==> src/rtl/yx_dec_pkg.sv <==
package yx_dec_pkg;
  localparam int HALF_W  = 16;
  localparam int WORD_W  = 2 * HALF_W;
  localparam int OPC_W   = 7;
  localparam int GRP_W   = 4;
  localparam int REG_W   = 4;
  localparam int FIELD_W = 1 + OPC_W + GRP_W + 2 * REG_W;

  typedef struct packed {
    logic             imm_flag;
    logic [OPC_W-1:0] opcode;
    logic [GRP_W-1:0] group;
    logic [REG_W-1:0] reg_a;
    logic [REG_W-1:0] reg_b;
  } yx_fields_t;
endpackage

==> src/rtl/yx_field_split.sv <==
module yx_field_split
  import yx_dec_pkg::*;
(
  input  logic [HALF_W-1:0] half,
  output yx_fields_t        fields
);
  always_comb begin
    fields.imm_flag = half[0];
    fields.opcode   = half[7:1];
    // group is the top part of the opcode: 16 groups of 8
    fields.group    = half[7:1] >> (OPC_W - GRP_W);
    fields.reg_a    = half[11:8];
    fields.reg_b    = half[15:12];
  end
endmodule

==> src/rtl/yx_align_sel.sv <==
module yx_align_sel
  import yx_dec_pkg::*;
#(
  parameter int POS_W = 16
) (
  input  logic [POS_W-1:0]  pos,
  input  logic [WORD_W-1:0] word_cur,
  input  logic [WORD_W-1:0] word_nxt,
  output logic [HALF_W-1:0] sel_half,
  output logic [HALF_W-1:0] imm_half,
  output logic              is_long,
  output logic              skip,
  output logic              fault,
  output logic [POS_W-1:0]  next_pos
);
  logic [HALF_W-1:0] lo_cur, hi_cur, lo_nxt, hi_nxt;
  logic [1:0]        advance;

  assign lo_cur = word_cur[HALF_W-1:0];
  assign hi_cur = word_cur[WORD_W-1:HALF_W];
  assign lo_nxt = word_nxt[HALF_W-1:0];
  assign hi_nxt = word_nxt[WORD_W-1:HALF_W];

  always_comb begin
    sel_half = lo_cur;
    imm_half = '0;
    is_long  = 1'b0;
    skip     = 1'b0;
    fault    = 1'b0;
    advance  = 2'd1;
    if (!pos[0]) begin
      sel_half = lo_cur;
      is_long  = lo_cur[0];
      imm_half = lo_cur[0] ? hi_cur : '0;
      advance  = lo_cur[0] ? 2'd2 : 2'd1;
    end else if (hi_cur == '0) begin
      // padding in the odd slot: decode the next word's even slot now
      skip     = 1'b1;
      sel_half = lo_nxt;
      is_long  = lo_nxt[0];
      imm_half = lo_nxt[0] ? hi_nxt : '0;
      advance  = lo_nxt[0] ? 2'd3 : 2'd2;
    end else if (hi_cur[0]) begin
      fault    = 1'b1;
      sel_half = hi_cur;
      advance  = 2'd0;
    end else begin
      sel_half = hi_cur;
    end
  end

  assign next_pos = pos + POS_W'(advance);
endmodule

==> src/rtl/yx_insn_aligner.sv <==
module yx_insn_aligner
  import yx_dec_pkg::*;
#(
  parameter int POS_W = 16
) (
  input  logic               clk,
  input  logic               rst_n,
  input  logic               in_valid,
  input  logic [POS_W-1:0]   in_pos,
  input  logic [WORD_W-1:0]  in_word_cur,
  input  logic [WORD_W-1:0]  in_word_nxt,
  output logic               out_valid,
  output logic               out_imm_flag,
  output logic [OPC_W-1:0]   out_opcode,
  output logic [GRP_W-1:0]   out_group,
  output logic [REG_W-1:0]   out_reg_a,
  output logic [REG_W-1:0]   out_reg_b,
  output logic [HALF_W-1:0]  out_imm,
  output logic               out_long,
  output logic               out_skipped,
  output logic               out_fault,
  output logic [POS_W-1:0]   out_next_pos
);
  logic [HALF_W-1:0] sel_half, imm_half;
  logic              sel_long, sel_skip, sel_fault;
  logic [POS_W-1:0]  sel_next;
  yx_fields_t        sel_fields;

  yx_align_sel #(.POS_W(POS_W)) u_sel (
    .pos      (in_pos),
    .word_cur (in_word_cur),
    .word_nxt (in_word_nxt),
    .sel_half (sel_half),
    .imm_half (imm_half),
    .is_long  (sel_long),
    .skip     (sel_skip),
    .fault    (sel_fault),
    .next_pos (sel_next)
  );

  yx_field_split u_split (
    .half   (sel_half),
    .fields (sel_fields)
  );

  // next-state
  yx_fields_t        fields_q, fields_d;
  logic [HALF_W-1:0] imm_q, imm_d;
  logic              long_q, long_d, skip_q, skip_d, fault_q, fault_d;
  logic [POS_W-1:0]  next_q, next_d;
  logic              valid_d, load_en;

  assign load_en = in_valid;

  always_comb begin
    valid_d  = in_valid;
    fields_d = load_en ? sel_fields : fields_q;
    imm_d    = load_en ? imm_half   : imm_q;
    long_d   = load_en ? sel_long   : long_q;
    skip_d   = load_en ? sel_skip   : skip_q;
    fault_d  = load_en ? sel_fault  : fault_q;
    next_d   = load_en ? sel_next   : next_q;
  end

  // registers
  always_ff @(posedge clk or negedge rst_n) begin
    if (!rst_n) begin
      out_valid <= 1'b0;
      fields_q  <= '0;
      imm_q     <= '0;
      long_q    <= 1'b0;
      skip_q    <= 1'b0;
      fault_q   <= 1'b0;
      next_q    <= '0;
    end else begin
      out_valid <= valid_d;
      fields_q  <= fields_d;
      imm_q     <= imm_d;
      long_q    <= long_d;
      skip_q    <= skip_d;
      fault_q   <= fault_d;
      next_q    <= next_d;
    end
  end

  assign out_imm_flag = fields_q.imm_flag;
  assign out_opcode   = fields_q.opcode;
  assign out_group    = fields_q.group;
  assign out_reg_a    = fields_q.reg_a;
  assign out_reg_b    = fields_q.reg_b;
  assign out_imm      = imm_q;
  assign out_long     = long_q;
  assign out_skipped  = skip_q;
  assign out_fault    = fault_q;
  assign out_next_pos = next_q;

  // a long instruction always leaves fetch on an even halfword
  a_r3_long_ends_even: assert property (@(posedge clk) disable iff (!rst_n)
    out_valid && out_long |-> !out_next_pos[0]);

  // a fault is never long and never a skip
  a_r5_fault_exclusive: assert property (@(posedge clk) disable iff (!rst_n)
    out_valid && out_fault |-> !out_long && !out_skipped && out_imm == '0);

  // without the flag there is no immediate
  a_r2_short_no_imm: assert property (@(posedge clk) disable iff (!rst_n)
    out_valid && !out_imm_flag |-> !out_long && out_imm == '0);

  // outside a fault the flag alone picks the length
  a_r1_flag_sets_length: assert property (@(posedge clk) disable iff (!rst_n)
    out_valid && !out_fault |-> out_imm_flag == out_long);

  // valid follows the sampled input
  a_r8_valid_follows: assert property (@(posedge clk) disable iff (!rst_n)
    in_valid |=> out_valid);

  // idle cycles hold the decode
  a_r8_hold_when_idle: assert property (@(posedge clk) disable iff (!rst_n)
    !in_valid |=> !out_valid && $stable(out_next_pos) && $stable(out_imm));

  // a skipped decode lands after the padding
  a_r6_skip_advances: assert property (@(posedge clk) disable iff (!rst_n)
    out_valid && out_skipped |-> !out_fault);
endmodule

==> config.mk <==
export PLATFORM = sky130hd
export DESIGN_NAME = yx_insn_aligner
export DESIGN_NICKNAME = d
export VERILOG_FILES = /design/src/rtl/yx_dec_pkg.sv /design/src/rtl/yx_field_split.sv /design/src/rtl/yx_align_sel.sv /design/src/rtl/yx_insn_aligner.sv
export SDC_FILE = /design/constraint.sdc
export NUM_CORES = 1
export LEC_CHECK = 0
export CORE_MARGIN = 3
export CORE_UTILIZATION = 40
export DETAILED_ROUTE_END_ITERATION = 16
export GPL_ROUTABILITY_DRIVEN = 1
export PLACE_DENSITY = 0.81
export SLEW_MARGIN = 20
export SYNTH_ARGS = -nofsm -noshare
export SYNTH_HDL_FRONTEND = slang
export SYNTH_SLANG_ARGS = --single-unit
==> constraint.sdc <==
create_clock -name clk -period 0.9 [get_ports clk]
set_input_delay 0.18 -clock clk [delete_from_list [all_inputs] [get_ports clk]]
set_output_delay 0.18 -clock clk [all_outputs]
set_load 0.02 [all_outputs]
# After elaboration in Yosys (flattened, before gate mapping)
# Cells that the tools add are included.
[word_totals] reg_bits=56 in_bits=83 output_inout_bits=56
[op_classes] n_reduce_logical=1 n_mux=18 add_sub_neg=1
[ops] cell="$mux W16" n=6
[ops] cell="$add A16 B2 Y16" n=1
[ops] cell="$logic_not A16 Y1" n=1
[ops] cell="$mux W1" n=9
[ops] cell="$mux W2" n=3

# Depth between registers and ports, before layout
[logic_depth] depth_word=4 depth_mapped=10

# Modules after synthesis
# From an unflattened synthesis, not the netlist that was laid out.
[hier_totals] cells_unflattened=266 area_unflattened_um2=3285.7
[modules_own_cells] mod="yx_insn_aligner" instances=1 cells_each=117 area_each_um2=2319.7
[modules_own_cells] mod="yx_align_sel" instances=1 cells_each=129 area_each_um2=815.8
[modules_own_cells] mod="yx_field_split" instances=1 cells_each=20 area_each_um2=150.1

# Worst setup path after synthesis
# OpenSTA, ideal clock, no wires.
[synth_path] path_kind="input port to flip-flop" startpoint="input in_word_cur[19]" endpoint="register next_q[9], in the netlist out_next_pos[9]" arrival_time_ns=2.293 n_path_buf=1 setup_slack_ns=-1.475 cell_stages=10 required_ns=0.818 setup_time_ns=0.082 path_cell_list="nor4_1 -> and4_1 -> buf_2 -> a21o_1 -> ha_1 -> and3b_1 -> a21oi_2 -> a21boi_0 -> o21ai_0 -> a31oi_1"
[synth_between] elab_chain_cells=4
[synth_lines] element="from (decl)" line_no="yx_insn_aligner.sv:10" text="input logic [WORD_W-1:0] in_word_cur,"
[synth_lines] element="$logic_not A16 Y1" line_no="yx_align_sel.sv:36" text="end else if (hi_cur == '0) begin"
[synth_lines] element="$mux W2" line_no="yx_align_sel.sv:36"
[synth_lines] element="$mux W2" line_no="yx_align_sel.sv:31" text="if (!pos[0]) begin"
[synth_lines] element="$add A16 B2 Y16" line_no="yx_align_sel.sv:52" text="assign next_pos = pos + POS_W'(advance);"
[synth_lines] element="to (signal assigned)" line_no="yx_insn_aligner.sv:82" text="next_q <= next_d;"
[synth_lines] element="to (decl)" line_no="yx_insn_aligner.sv:50" text="logic [POS_W-1:0] next_q, next_d;"
# No other way between the ends.
# A chain may end at the register's enable or synchronous reset.

# Worst setup path in the final report
[layout_path] startpoint="input in_word_cur[28]" endpoint="register next_q[11], in the netlist out_next_pos[11]"
# The elaborated chain is that of the path after synthesis.

==> results by group <==
Floorplanning
  – Chip width: roughly 90 um
  – Core area: between 0.006 and 0.007 mm^2
  – Num rows: 29
  – Die area: 0.00774 mm^2
  – Ports: about 140
  – Die Y: 88.0 um
  – Starting Density: 0.419

CTS
  – Clock buffer depth: 2
  – CTS Buf Count: 5
  – Clk sink count: between 50 and 60
  – Root buf cell: clkbuf_8
  – Clock-pin slew on the worst setup and hold paths: ~0.11 ns
  – Worst-Skew Late Latency: 0.33 ns
  – CTS tree: yes
  – CTS H-Tree Depth: 2

Detailed routing
  – Vias: 3634
  – DR DRC count: 0
  – Avg WL per Cell: 23.7 um
  – Antenna-violating nets left: 0
  – Vias per cell: 6.05
  – Drt first pass iters: 5
  – DRT iter0 DRCs: about 360
  – DRT Wirelength: between 10000 and 15000 um

Logic synthesis
  – Yosys warnings: 0
  – Mapped Avg Cell Area: ~9.4 um^2
  – Post-synthesis async set-or-reset flop share: 1.00
  – Synth cell count leaders: 52 x dfrtp_1, 33 x nor2_1, 28 x a21oi_1
  – Syn nets: ~370
  – Sequential element share of the synthesized area: 0.484
  – Post-synth EDFFs: 0
  – Area contributors post-synth: dfrtp_1 48%, a21oi_1 5.2%, a211o_1 4.9%, nor2_1 4.6%, a22oi_1 4.5%
  – Post-synth top area share: 0.484
  – Dominant register cell in the synthesized netlist: dfrtp_1
  – Most numerous cell in the Yosys netlist: dfrtp_1
  – #FFs+latches synth: between 50 and 60
  – Number of distinct library cells after synthesis: 41
  – Synthesized cell area: between 0.002 and 0.003 mm^2
  – Synth area leader: dfrtp_1
  – Synthesized netlist cell count: roughly 290

Place
  – Dpl hpwl: 7790 um
  – Routability Congestion: between 0.9 and 1
  – Pre-CTS WS: -1.85 ns
  – # port buffers: ~140

Setup path
  – Type of the worst setup path: in -> reg
  – CP Launch Point: in_word_cur[28]
  – Cell Chain, Critical Path: buf_2 -> nor4_4 -> and4_4 -> a21o_1 -> ha_1 -> and3b_2 -> buf_6 -> o2111ai_4 -> a21oi_2 -> xnor2_1 -> a21oi_1
  – Worst reg2reg setup slack: -0.09 ns
  – Element type at the critical path end: flop
  – Crit-path slowest cell: nor4_4
  – Worst Path Required: about 1.1 ns
  – Reg-to-reg critical path startpoint: out_next_pos[11]
  – Arr. time, crit path: roughly 2.4 ns
  – Critical path launch point type: primary input
  – Crit path max fanout: 4
  – Worst path max stage delay: about 0.30 ns

STA
  – Final hold violation count: 0
  – Slew Limit Fails: 0
  – Actual slew at the worst max-slew pin: around 0.32 ns
  – Clk_skew: 0 ns
  – Fin crit share: 2.41
  – Post-layout min period: about 2.2 ns
  – Unrepaired setup endpoints after global routing: true
  – Final setup viols: 106
  – FMAX: around 0.46 GHz
  – Slew headroom: 0.786
  – Fin worst setup slack: -1.27 ns

Outcome
  – Outcome: finished, violations left
  – Failing checks: negative setup slack

Layout
  – Nets@finish: around 610
  – Multi-input gate area: approximately 0.0014 mm^2
  – Fillcell total: between 300 and 400
  – Register area: between 0.001 and 0.0015 mm^2
  – Share of layout cells above drive strength 1: 0.465
  – Util after Layout: 0.851
  – Area delta synth->final: 103%

Pwr
  – Pleak: about 0.0024 uW
  – Pwr Density: about 1200 mW/mm^2
  – VDD IR max: around 0.00092 V

Global routing
  – Global-route wire length before repair: ~19000 um
  – Largest net degree at the start of global routing: 53
  – Global route overflow: 0
  – GRT Overall Usage: 0.323
  – Vias in the first global route: roughly 3500
  – Initial antenna violation count: 1

Flow run
  – Max-cap viol count: 0

Min path
  – Worst Hold Launch: in_valid
  – Worst hold path class: in -> reg
repair_timing:
action / CTS / global route
resized for setup: 437 / 35
setup endpoints to repair: 106 / 106
hold buffers: 1 / 0
buffers inserted: 28 / 19
endpoints found under the hold margin: 52 / 0
gates cloned: 3 / 1
pin swaps: 44 / 35
through the flow:
step | area, um^2 | setup TNS [ns] | power [uW] | instances | hold WS, ns
finish | 5460 | -46.90 | 6720 | 601 | 0.260
global route | 5460 | -49.74 | 6980 | 601 | 0.265
CTS | 5230 | -36.79 | 6430 | 584 | 0.260
detailed placement | 4720 | -81.15 | 4860 | 544 | 0.194
global placement | 4720 | -78.07 | 4810 | 544 | 0.195
floorplan | 2840 | -27.43 | 3500 | 287 | -0.116
cell type report:
cell class | count | area share
Antenna cell | 1 | 0.000458
Timing Repair Buffer | 253 | 0.449
Clock buffer | 7 | 0.0158
Multi-Input combinational cell | 190 | 0.264
Tap cell | 77 | 0.0176
Inverter | 20 | 0.0137
Clock inverter | 1 | 0.00137
Sequential cell | 52 | 0.238
state kept, by name, indices dropped and copies added (netlist names):
register,flops
out_imm_flag,1
out_valid,1
out_next_pos,16
out_long,1
out_opcode,7
out_skipped,1
out_imm,16
out_reg_a,4
out_reg_b,4
out_fault,1
power breakdown:
part	leakage [uW]	internal, uW	switching [uW]
logic	0.00178	1340	1170
registers	0.000617	2560	197
clock network	0.0000445	627	826
placed cells by master (no fill, tap or decap), types with 2 or more instances in the layout:
cell type	instances
and3_4	2
or3_1	3
o211ai_1	15
xnor2_1	2
buf_4	97
dfrtp_1	52
nor4_4	4
buf_8	6
nand2_2	2
clkdlybuf4s50_1	63
nor2_1	32
buf_6	65
a22oi_2	12
inv_1	20
buf_16	2
nand4_1	3
clkbuf_8	6
nand3_1	5
xor2_1	6
buf_2	11
a211o_1	15
nand2_1	4
a21oi_1	20
o22ai_2	2
o21ai_1	18
buf_12	6
a31oi_1	4
nand3_2	3
a21oi_2	9
a22oi_1	4
and4_1	2
per-layer routing:
metal,up-vias,track usage,routed length (um)
met1,1747,0.377,5140
met4,0,0.190,999
met5,-,0,0
met2,295,0.535,6840
li1,1498,-,-
met3,94,0.0818,1280
critical path: cells and delay by family:
| family | cells | cell delay (ns) |
|---|---|---|
| AOI/OAI and AO/OA | 4 | 0.62 |
| xor gates and xnor gates | 1 | 0.21 |
| adders and majority gates | 1 | 0.24 |
| buffers and inverters | 2 | 0.27 |
| and+or+nand+nor | 3 | 0.84 |
logic make-up (layout without fill, tap and decap cells):
| group | Yosys count | count (layout) | share of synthesized area |
|---|---|---|---|
| flops | 52 | 52 | 0.484 |
| mux | 3 | 3 | 0.0121 |
| fa+ha+maj | 2 | 2 | 0.0121 |
| compound gates | 105 | 105 | 0.256 |
| buf+inv | 45 | 281 | 0.0749 |
| simple gates | 70 | 70 | 0.129 |
| other cells | 0 | 1 | 0 |
| xor+xnor | 10 | 10 | 0.0326 |
path summary, 6_finish.rpt:
| kind | endpoint | depth (start not counted) |
|---|---|---|
| worst min register to register | out_reg_b[3] | 2 |
| worst max-delay path | out_next_pos[11] | 11 |
| min in group asynchronous | out_next_pos[10] | 3 |
| worst min-delay path | out_opcode[5] | 3 |
| max in group asynchronous | out_next_pos[4] | 3 |
| worst max register to register | out_next_pos[11] | 4 |
Power figures use the tool's default switching activity.
